### src/rtl/dual_capcmp_timer.sv
module dual_capcmp_timer #(
  parameter int CW = 16,
  parameter int AW = 3
) (
  input  logic          clk,
  input  logic          rst_n,
  input  logic          wr_en,
  input  logic          rd_en,
  input  logic [AW-1:0] addr,
  input  logic [CW-1:0] wdata,
  output logic [CW-1:0] rdata,
  input  logic [1:0]    pin_in,
  output logic [1:0]    pin_out,
  output logic [1:0]    pin_oe,
  output logic [1:0]    irq
);
  localparam logic [AW-1:0] A_CTL  = AW'(0);
  localparam logic [AW-1:0] A_MOD  = AW'(1);
  localparam logic [AW-1:0] A_CNT  = AW'(2);
  localparam logic [AW-1:0] A_SC0  = AW'(3);
  localparam logic [AW-1:0] A_VAL0 = AW'(4);
  localparam logic [AW-1:0] A_SC1  = AW'(5);
  localparam logic [AW-1:0] A_VAL1 = AW'(6);
  localparam logic [CW-1:0] ONE    = CW'(1);

  logic [CW-1:0] cnt, modv, act;
  logic stop, bsel, buf_en;
  logic [1:0][1:0] els;
  logic [1:0] msa, ie, flag, arm, outq;
  logic [1:0][CW-1:0] val, cmpv;
  logic [1:0][2:0] sy;
  logic [1:0] wr_sc, rd_sc, wr_val, live, cap_on, cmp_on, hit;

  wire clr  = wr_en && addr == A_CTL && wdata[1];
  wire tick = !stop && !clr;
  wire wrap = cnt == modv;
  wire bufm = buf_en && els[0] != 2'b00;

  always_comb begin
    wr_sc[0]  = wr_en && addr == A_SC0;
    wr_sc[1]  = wr_en && addr == A_SC1 && !buf_en;
    rd_sc[0]  = rd_en && addr == A_SC0;
    rd_sc[1]  = rd_en && addr == A_SC1 && !buf_en;
    wr_val[0] = wr_en && addr == A_VAL0;
    wr_val[1] = wr_en && addr == A_VAL1;
    live[0]   = els[0] != 2'b00;
    live[1]   = els[1] != 2'b00 && !buf_en;
    cmpv[0]   = bufm ? act : val[0];
    cmpv[1]   = val[1];
    for (int i = 0; i < 2; i++) begin
      cmp_on[i] = live[i] && (msa[i] || (i == 0 && bufm));
      cap_on[i] = live[i] && !cmp_on[i];
      hit[i] = cap_on[i] ? ((els[i][0] && sy[i][1] && !sy[i][2]) ||
                            (els[i][1] && !sy[i][1] && sy[i][2]))
                         : (cmp_on[i] && tick && cnt == cmpv[i]);
    end
  end

  always_ff @(posedge clk or negedge rst_n) begin
    if (!rst_n) begin
      cnt    <= '0;
      modv   <= '1;
      stop   <= 1'b0;
      act    <= '0;
      bsel   <= 1'b1;
      buf_en <= 1'b0;
    end else begin
      if (wr_en && addr == A_CTL) stop <= wdata[0];
      if (wr_en && addr == A_MOD) modv <= wdata;
      if (wr_sc[0]) buf_en <= wdata[3];
      if (clr) cnt <= '0;
      else if (!stop) cnt <= wrap ? '0 : cnt + ONE;
      if (!bufm) begin
        act  <= val[0];
        bsel <= 1'b1;
      end else if (tick && wrap) begin
        act  <= bsel ? val[1] : val[0];
        bsel <= !bsel;
      end
    end
  end

  always_ff @(posedge clk or negedge rst_n) begin
    if (!rst_n) begin
      els  <= '0;
      msa  <= '0;
      ie   <= '0;
      flag <= '0;
      arm  <= '0;
      outq <= '0;
      val  <= '0;
      sy   <= '0;
    end else begin
      for (int i = 0; i < 2; i++) begin
        sy[i] <= {sy[i][1:0], pin_in[i]};
        if (wr_sc[i]) begin
          els[i] <= wdata[1:0];
          msa[i] <= wdata[2];
          ie[i]  <= wdata[4];
        end
        arm[i] <= wr_sc[i] ? 1'b0 : (arm[i] | (rd_sc[i] & flag[i]));
        if (hit[i]) flag[i] <= 1'b1;
        else if (wr_sc[i] && arm[i] && !wdata[5]) flag[i] <= 1'b0;
        if (hit[i] && cap_on[i]) val[i] <= cnt;
        else if (wr_val[i]) val[i] <= wdata;
        if (els[i] == 2'b00) outq[i] <= !msa[i];
        else if (hit[i] && cmp_on[i]) begin
          case (els[i])
            2'b01:   outq[i] <= !outq[i];
            2'b10:   outq[i] <= 1'b0;
            default: outq[i] <= 1'b1;
          endcase
        end
      end
    end
  end

  always_comb begin
    unique case (addr)
      A_CTL:   rdata = {{(CW-2){1'b0}}, 1'b0, stop};
      A_MOD:   rdata = modv;
      A_CNT:   rdata = cnt;
      A_SC0:   rdata = {{(CW-6){1'b0}}, flag[0], ie[0], buf_en, msa[0], els[0]};
      A_VAL0:  rdata = val[0];
      A_SC1:   rdata = {{(CW-6){1'b0}}, flag[1], ie[1], 1'b0, msa[1], els[1]};
      A_VAL1:  rdata = val[1];
      default: rdata = '0;
    endcase
  end

  assign pin_out = outq;
  assign pin_oe  = cmp_on;
  assign irq     = flag & ie;

  assert_step_R2: assert property (@(posedge clk) disable iff (!rst_n)
    (!stop && !clr && cnt != modv) |=> cnt == $past(cnt) + ONE);
  assert_wrap_R2: assert property (@(posedge clk) disable iff (!rst_n)
    (!stop && !clr && cnt == modv) |=> cnt == '0);
  assert_hold_R3: assert property (@(posedge clk) disable iff (!rst_n)
    (stop && !clr) |=> $stable(cnt));
  assert_clear_R3: assert property (@(posedge clk) disable iff (!rst_n)
    clr |=> cnt == '0);
  assert_init_level_R4: assert property (@(posedge clk) disable iff (!rst_n)
    (els[0] == 2'b00) |=> pin_out[0] == !$past(msa[0]));
  assert_flag_hold_R7: assert property (@(posedge clk) disable iff (!rst_n)
    (flag[0] && !arm[0]) |=> flag[0]);
  assert_ch1_quiet_R9: assert property (@(posedge clk) disable iff (!rst_n)
    buf_en |=> (!$rose(flag[1]) && !pin_oe[1]));
endmodule

### config.mk
export PLATFORM = sky130hd
export DESIGN_NAME = dual_capcmp_timer
export DESIGN_NICKNAME = d
export VERILOG_FILES = /design/src/rtl/dual_capcmp_timer.sv
export SDC_FILE = /design/constraint.sdc
export NUM_CORES = 1
export LEC_CHECK = 0
export ABC_AREA = 1
export BUFFER_PORTS_ARGS = -buffer_cell sky130_fd_sc_hd__buf_4
export CAP_MARGIN = 20
export CORE_UTILIZATION = 30
export DETAILED_ROUTE_END_ITERATION = 8
export PLACE_DENSITY = 0.52
export SLEW_MARGIN = 20
export SYNTH_ARGS = -nofsm -noshare
export SYNTH_HDL_FRONTEND = slang
export SYNTH_SLANG_ARGS = --single-unit
### constraint.sdc
create_clock -name clk -period 1.4 [get_ports clk]
set_input_delay 0.14 -clock clk [delete_from_list [all_inputs] [get_ports clk]]
set_output_delay 0.14 -clock clk [all_outputs]
set_load 0.03 [all_outputs]
## Word-level counts from Yosys, hierarchy flattened

Cells that the tools add are included.

| operators by class | value |
|---|---|
| muxes and demuxes | 28 |
| shift-type cells | 0 |
| bitwise gates (word level) | 5 |
| multiply operators | 0 |
| equality and inequality tests | 15 |
| add/subtract/negate cells | 1 |
| divide/modulo/power cells | 0 |
| reductions and logical operators | 68 |
| $lt $le $gt $ge | 0 |

Operator list:

| kind | count |
|---|---|
| $mux 16 | 11 |
| $pmux 16 s7 | 1 |
| $eq 16x16->1 | 3 |
| $logic_and 1x1->1 | 39 |
| $add 16x1->16 const B | 1 |
| $reduce_bool 2->1 | 8 |
| $logic_not 1->1 | 15 |
| $mux 1 | 14 |
| $eq 3x3->1 const B | 3 |
| $eq 3x2->1 const B | 2 |
| $eq 2x1->1 const B | 2 |
| $eq 2x2->1 const B | 2 |
| $logic_not 2->1 | 2 |
| $ne 2x1->1 const B | 2 |
| $pmux 1 s2 | 2 |
| $eq 3x1->1 const B | 1 |
| $logic_not 3->1 | 1 |
| $logic_or 1x1->1 | 3 |
| $and 1x1->1 | 2 |
| $and 2x2->2 | 1 |
| $or 1x1->1 | 2 |

| word-level totals | value |
|---|---|
| memory bits (read-only) | 0 |
| memory bits (writable) | 0 |
| output and inout bits | 22 |
| flip-flop bits (word level) | 103 |
| input bits | 25 |
| word-level logic and storage cells | 138 |
| latch bits | 0 |
| memories kept | 0 |

## Longest topological paths before layout

Gate-level depths: netlist of run 1.

| logic depth | value |
|---|---|
| depth in word-level cells | 11 |
| mapped depth | 12 |
| depth with buffers taken out | 12 |

## Least setup slack after synthesis of run 1

OpenSTA, ideal clock, no wires.

| path | value |
|---|---|
| kind | register -> register |
| start | register els[1] (netlist name) |
| end | register outq[0] (netlist: pin_out[0]) |
| library setup time | 0.125 ns |
| cell stages (with the launch flop) | 10 |
| buffers on the path | 0 |
| data required time | 1.275 ns |
| clock period less this slack | 1.767 ns |
| arrival time | 1.643 ns |
| path slack | -0.367 ns |
| path through | dfrtp_1 nor2_4 a21oi_1 nand2_1 nor2_1 nand2_1 nor2_2 nand3_1 nand2_1 nand3_1 |

| between the ends | value |
|---|---|
| cells in the longest elaborated chain, start to end | 9 |
| elaborated cells between the ends (all ways) | 22 |
| those cells by class | 3 x eq/ne; 5 x mux; 14 x reduce/logical |

Ends and longest elaborated chain:

| element | line | RTL |
|---|---|---|
| start: declaration | 28 | `logic [1:0][1:0] els;` |
| start signal: indexed assignment | 97 | `els[i] <= wdata[1:0];` |
| $reduce_bool 2->1 * | 37, 46 |  |
| $logic_and 1x1->1 | 37 | `wire bufm = buf_en && els[0] != 2'b00;` |
| $logic_or 1x1->1 | 51 | `cmp_on[i] = live[i] && (msa[i] \|\| (i == 0 && bufm));` |
| $logic_and 1x1->1 * | 51 |  |
| named net pin_oe[0] | 14 | `output logic [1:0] pin_oe,` |
| $logic_and 1x1->1 / $logic_not 1->1 (equally long branches) | 55, 52 |  |
| $logic_and 1x1->1, on equally long branches | 55, 52 |  |
| $mux 1 | 53 | `hit[i] = cap_on[i] ? ((els[i][0] && sy[i][1] && !sy[i][2]) \|\|` |
| $logic_and 1x1->1 * | 107 | `else if (hit[i] && cmp_on[i]) begin` |
| $reduce_bool 2->1 (no line) * | - |  |
| end signal: indexed assignment | 106 | `if (els[i] == 2'b00) outq[i] <= !msa[i];` |
| end signal: indexed assignment | 109 | `2'b01: outq[i] <= !outq[i];` |
| end: declaration | 29 | `logic [1:0] msa, ie, flag, arm, outq;` |

The timed path passes the listed nets; every way through them passes the cells marked *. The select of a mux whose other input is x is not followed.
A chain may end at the register's enable or synchronous reset.

## Worst setup path in the final report of run 1

| path | value |
|---|---|
| start | register els[0] (netlist name) |
| end | register val[15] (netlist name) |

| between the ends | value |
|---|---|
| cells in the longest elaborated chain, start to end | 9 |
| elaborated cells between the ends (all ways) | 17 |
| those cells by class | 1 x eq/ne; 3 x mux; 13 x reduce/logical |

Ends and longest elaborated chain:

| element | line | RTL |
|---|---|---|
| parallel branches: the longest is 7 deep, another holds $mux 16 | - |  |
| $logic_and 1x1->1 * | 104 | `if (hit[i] && cap_on[i]) val[i] <= cnt;` |
| $mux 16 / $reduce_bool 2->1 (equally long branches) | - |  |
| end signal: indexed assignment | 104 |  |
| end signal: indexed assignment | 105 | `else if (wr_val[i]) val[i] <= wdata;` |
| end: declaration | 30 | `logic [1:0][CW-1:0] val, cmpv;` |

Mark *: on every way between the ends.

==> results.md, run 1 <==
- Status: finished, violations left
- Failing checks: setup timing
- DIE AREA: 20800 um^2
- Max Freq: 537 MHz
- IO Port Bufs: 46
- Hold Crit Class: primary input to flop
- Combinational power share: 0.518
- Hold Startpoint: wdata[3]
- Clock Path Buffers: 2
- Post-synth EDFFs: 0
- Clock transition at path regs: 0.07 ns
- Synth Flop Type: dfrtp_1
- FF+latch count, synth: 103
- Unrepaired setup endpoints after global routing: yes
- Tcrit/Tclk final: 1.33
- VDD IR max: 0.814 mV
- CP endpoint kind: flop
- Reg2reg start: els[0]
- CP max-delay cell: dfrtp_1
- Seq pwr share: 0.294
- PwrDens: 1620 nW/um^2
- NetSw: 6.27 mW
- Top-count cell post-synth: nand2_1
- Worst R2R End: val[15]
- Initial antenna violation count: 0
- Final setup skew: 0.00807 ns
- Final Critical Period: 1.86 ns
- Routed length per instance: 19.5 um
- Leakage Power: 4.26 nW
- Htree depth: 3
- Max-cap violations: 0
- Hold Path Sink: buf_en
- GR Overflow Total: 0
- CTS Buf Count: 9
- Final Max Slew Viols: 0
- Worst-Margin Slew: 0.536 ns
- DRT iter0 DRCs: 458
- Syn-to-layout area delta: 60.6%
- Pin count of the biggest net entering global routing: 67
- CP max stage delay: 0.42 ns
- Largest cells by area after synthesis: dfrtp_1 36%, nand2_1 10%, dfstp_2 7.4%
- Delay-heaviest family, CP: buffers and inverters
- Detailed Place HPWL: 16400 um
- Post-synth top cells: 165 x nand2_1, 92 x inv_1, 86 x dfrtp_1, 69 x nand3_1, 56 x o21ai_0
- Type of origin of the critical path: flop
- Tot GR Track Use: 0.239
- Gate Count Post-Synth: 754
- Synth cell types: 40
- Die Wd: 144 um
- Final setup violation count: 92
- Critical Path RT: 1.63 ns
- Syn Nets: 780
- DR pass1 iterations: 5
- Global-route wire length before repair: 36300 um
- Flop2flop setup slack: -0.46 ns
- Clock sinks: 103
- DRC viols: 0
- Total power: 15.7 mW
- CP arrival: 2.09 ns
- Crit path top cell by count: buf_4
- Max-slew headroom: 0.643
- Nets@finish: 1004
- Ys Warns: 0
- CP Cell Sequence: buf_4, nor2_4, buf_4, buf_6, nor4_2, nand2_1, buf_12, o21ai_4, clkbuf_16, o221ai_1
- Syn Std Cell Area: 6060 um^2
- Async S/R FF share, synth: 1.00
- Sw frac: 0.398
- Post-Route WL: 24400 um
- Starting Density: 0.308
- Later-pin clock latency in the skew report: 0.37 ns
- Number of global-route vias before repair: 6265
- DR vias/cell: 5.20
- Int Pwr: 9.46 mW
- Avg Cell Area, Syn: 8.04 um^2
- Setup TNS: -25.29 ns
- Antenna viol nets, final: 0
- Clk root buf: clkbuf_16
- Vias: 6491
- CTS tree: built
- GPL Wtd Cong: 0.839
- CP bufs+invs: 5
- Io pins: 47
- Setup slack after layout: -0.462 ns
- Hold Path Cell Cnt: 3
- Seq/Total Area, Yosys: 0.429
- Antenna diode count: 0
- Worst r2r path cells: 10
- Final Hold Fails: 0
- Critical path depth: 10
- Crit path max fanout: 5
- Yosys top cell area share: 0.355
- Synth area leader: dfrtp_1
- Share of power burned in the clock network: 0.188
- Placeable Area: 19700 um^2
- Die height: 144 um
- Layout cell share with drive strength beyond 1: 0.471
- Rows: 51
- Kind of critical path: flop to flop
what timing repair did:
item                                   CTS  global route
resized for setup                      155            89
setup buffers                           27            29
setup endpoints to repair               88            89
gates cloned                             4             2
pin swaps                               28            32
endpoints found under the hold margin   88             0
hold buffers                             3             0
registers in the layout, indices dropped and copies added (netlist names):
| name | flops |
|---|---|
| bsel | 1 |
| stop | 1 |
| cmpv | 16 |
| flag | 2 |
| act | 16 |
| cnt | 16 |
| buf_en | 1 |
| val | 16 |
| msa | 2 |
| sy | 6 |
| arm | 2 |
| modv | 16 |
| pin_out | 2 |
| els | 4 |
| ie | 2 |
stage by stage:
stage	hold slack, ns	area, um^2	cells	util	setup WS, ns
floorplan	-0.156	6210	754	-	-0.126
global placement	0.193	7850	1170	0.400	-0.422
detailed placement	0.190	7850	1170	0.400	-0.435
CTS	0.0146	9110	1220	0.463	-0.425
global route	0.0341	9730	1248	0.495	-0.532
finish	0.0304	9730	1248	0.495	-0.462
routing by layer:
metal  global-route usage  vias to the layer above  share of wire
li1                     -                     3036              -
met1                0.323                     3170           0.44
met2                0.381                      233           0.47
met3               0.0351                       52          0.054
met4                0.101                        0          0.034
met5                    0                        -              0
worst max-delay path by stage:
stage / from / end / slack (ns)
finish: els[0] / val[15] / -0.46
global route: els[0] / pin_out[0] / -0.53
CTS: els[0] / pin_out[0] / -0.42
detailed placement: els[1] / pin_out[0] / -0.43
global placement: els[1] / pin_out[0] / -0.42
floorplan: els[0] / pin_out[0] / -0.13
cells by family after synthesis:
| kind of cell | Yosys count | share of synthesized area |
|---|---|---|
| AND/OR/NAND/NOR | 310 | 0.230 |
| buffers and inverters | 138 | 0.0962 |
| AO/OA/AOI/OAI | 158 | 0.174 |
| multiplexers | 11 | 0.0204 |
| adder cells (fa/ha/maj) | 1 | 0.00206 |
| flip-flops | 103 | 0.429 |
| XOR/XNOR | 33 | 0.0477 |
tightest hold or removal path: cells and delay by family:
kind | cells | cell delay (ns)
compound gates | 1 | 0.06
buf+inv | 1 | 0.11
simple gates | 1 | 0.05
cells in the final DEF (no fill, tap or decap), drive strengths merged, types with 15 or more instances in the layout:
master and count:
nand4 15, o22ai 24, o221ai 35, dfstp 17, nand2 168, xnor2 22, dfrtp 86, inv 95
nor2 43, buf 248, o21ai 65, nand3 71
power by group through the flow:
stage                     Clock, mW  Combinational [mW]  Sequential (mW)
after floorplan                   0                3.58             4.45
after global placement            0                5.98             4.55
after detailed placement          0                6.00             4.57
after CTS                      2.98                7.22             4.57
after global routing           3.10                8.72             4.72
final                          2.96                8.14             4.62
layout make-up:
cell class,instances,area [um^2]
fill,1903,9920
sequential,103,2610
timing repair buffer,253,2440
clock buffer,12,236
multi-input combinational,513,3620
tap,265,332
inverter,98,398
clock inverter,4,95.1
(Power assumes the default switching activity.)
==> run 2, diff against run 1 <==
Settings changed: CORE_ASPECT_RATIO from default to 0.9.
==> run 2 against run 1 <==
  * The flow still finishes with violations (setup timing)
  * Via count is 1.8% higher
  * First-iteration DRC count grew 32%
  * Clock skew shrank 0.0010 ns
  * Critical path depth up 2
  * Clock power is 9.5% lower
  * Utilization rose by 3.1 points
  * Register-to-register slack gained 0.04 ns
==> results.md, run 2 (synthesis gave the netlist of run 1 again) <==
- Nets@finish: 1033
- Clock sinks: 103
- Layout cell share with drive strength beyond 1: 0.540
- CTS Buf Count: 9
- Hold Crit Class: primary input to flop
- Syn-to-layout area delta: 68.9%
- Status: finished, violations left
- DR vias/cell: 5.24
- Routed length per instance: 19.8 um
- DRC viols: 0
- Placeable Area: 19500 um^2
- Post-Route WL: 25000 um
- DRT iter0 DRCs: 604
- Max-slew headroom: 0.692
- Number of global-route vias before repair: 6550
- Kind of critical path: flop to flop
- DR pass1 iterations: 5
- PwrDens: 1610 nW/um^2
- Failing checks: setup timing
- Worst r2r path cells: 12
- IO Port Bufs: 46
- Commonest cells after routing, fill and taps aside: 179 x buf_4, 124 x nand2_1, 77 x dfrtp_1
- Leakage Power: 4.46 nW
- Tot GR Track Use: 0.238
- CP endpoint kind: flop
- CP Cell Sequence: o21ai_4, buf_12, buf_12, nand2_2, nand3_1, nand2_1, nor2_1, nand2_1, nor2_2, nand3_2, nand2_2, nand3_2
- CP arrival: 2.07 ns
- Die height: 137 um
- GPL Wtd Cong: 0.891
- Hold Path Cell Cnt: 3
- VDD IR max: 0.911 mV
- GR Overflow Total: 0
- Global-route wire length before repair: 37600 um
- Clock Path Buffers: 2
- Post-route insts no fill: 1262
- Worst-Margin Slew: 0.461 ns
- Max-cap violations: 0
- Final Critical Period: 1.82 ns
- Initial antenna violation count: 0
- Starting Density: 0.311
- Final Max Slew Viols: 0
- GRT Max-Usage Layer: met2
- Layout Utilization: 0.526
- Antenna viol nets, final: 0
- Die Wd: 152 um
- Max Freq: 549 MHz
- CP max stage delay: 0.47 ns
- DIE AREA: 20800 um^2
- Rows: 48
- CTS tree: built
- Pin count of the biggest net entering global routing: 45
- Detailed Place HPWL: 17000 um
- Crit path max fanout: 7
- Tcrit/Tclk final: 1.30
- Most common cell after layout, fill and taps aside: buf_4
- Htree depth: 3
- Unrepaired setup endpoints after global routing: yes
- Clock transition at path regs: 0.07 ns
- Met3 Use GR: 0.0389
- Io pins: 47
- Vias: 6607
- Final setup violation count: 92
- Antenna diode count: 0
- Met1 Use GR: 0.324
- Final setup skew: 0.00707 ns
- CP max-delay cell: dfrtp_2
- Type of origin of the critical path: flop
- Final Hold Fails: 0
- Met2 Use GR: 0.384
- Clk root buf: clkbuf_16
- Setup slack after layout: -0.422 ns
- Critical Path RT: 1.65 ns
- DP Cell Count: 1161
- Later-pin clock latency in the skew report: 0.36 ns
-- run 2: cell count changes in the layout (fill, tap and decap cells not counted), moves of 4 or more --
cell | previous run | this run
nand2_1 | 140 | 124
nand3_1 | 61 | 45
inv_1 | 62 | 66
o21ai_2 | 11 | 15
buf_6 | 54 | 75
nand2_2 | 19 | 32
o221ai_1 | 14 | 0
buf_4 | 171 | 179
o21ai_0 | 30 | 25
o221ai_2 | 19 | 33
inv_2 | 29 | 25
nand3_2 | 5 | 22
nor2_4 | 6 | 10
-- run 2: area by class of cell --
| cell class | count | area (um^2) |
|---|---|---|
| Fill cell | 1737 | 9230 |
| Multi-Input combinational cell | 513 | 3910 |
| Timing Repair Buffer | 282 | 2710 |
| Sequential cell | 103 | 2610 |
| Inverter | 98 | 390 |
| Tap cell | 250 | 313 |
| Clock buffer | 12 | 256 |
| Clock inverter | 4 | 45.0 |
-- run 2: layer usage --
layer,vias to the layer above,part of all wire
met5,-,0
met2,253,0.47
met3,47,0.064
li1,3085,-
met4,0,0.026
met1,3222,0.44
-- run 2: power by group --
group | total (mW) | internal [mW] | leakage, nW | switching, mW
Clock | 2.68 | 1.48 | 0.152 | 1.20
Sequential | 4.64 | 3.91 | 1.26 | 0.738
Combinational | 9.14 | 4.39 | 3.05 | 4.75
Total | 16.5 | 9.78 | 4.46 | 6.69
-- run 2: path summary, 6_finish.rpt --
| path | startpoint | end | slack, ns |
|---|---|---|---|
| setup / recovery | els[1] | pin_out[0] | -0.42 |
| hold / removal | wdata[4] | ie[0] | 0.03 |
| setup reg to reg | els[1] | pin_out[0] | -0.42 |
| hold reg to reg | sy[0] | sy[1] | 0.36 |
| max in group asynchronous | rst_n | modv[12] | 0.51 |
| min in group asynchronous | rst_n | arm[1] | 0.24 |
-- run 2: what timing repair did --
item                                   CTS  global route
gates cloned                             3             1
endpoints found under the hold margin   21             0
resized for setup                      203           135
setup endpoints to repair               88            92
setup buffers                           58            24
hold buffers                             3             0
pin swaps                               43            53
-- run 2: critical path, delay by kind of cell, from the launching register on --
family	cells	cell delay (ns)
buf+inv	2	0.28
flops	1	0.47
compound gates	1	0.16
simple gates	9	0.78
-- run 2: metrics by stage --
stage	hold WS (ns)	setup WS, ns	setup TNS [ns]	power [mW]	area [um^2]
after floorplan	-0.156	-0.126	-1.71	8.02	6210
after global placement	0.0885	-0.537	-19.26	10.6	7920
after detailed placement	0.0915	-0.532	-18.33	10.6	7920
after CTS	0.0331	-0.400	-21.42	15.1	9520
after global routing	0.0443	-0.517	-30.35	17.3	10200
final	0.0300	-0.422	-25.64	16.5	10200
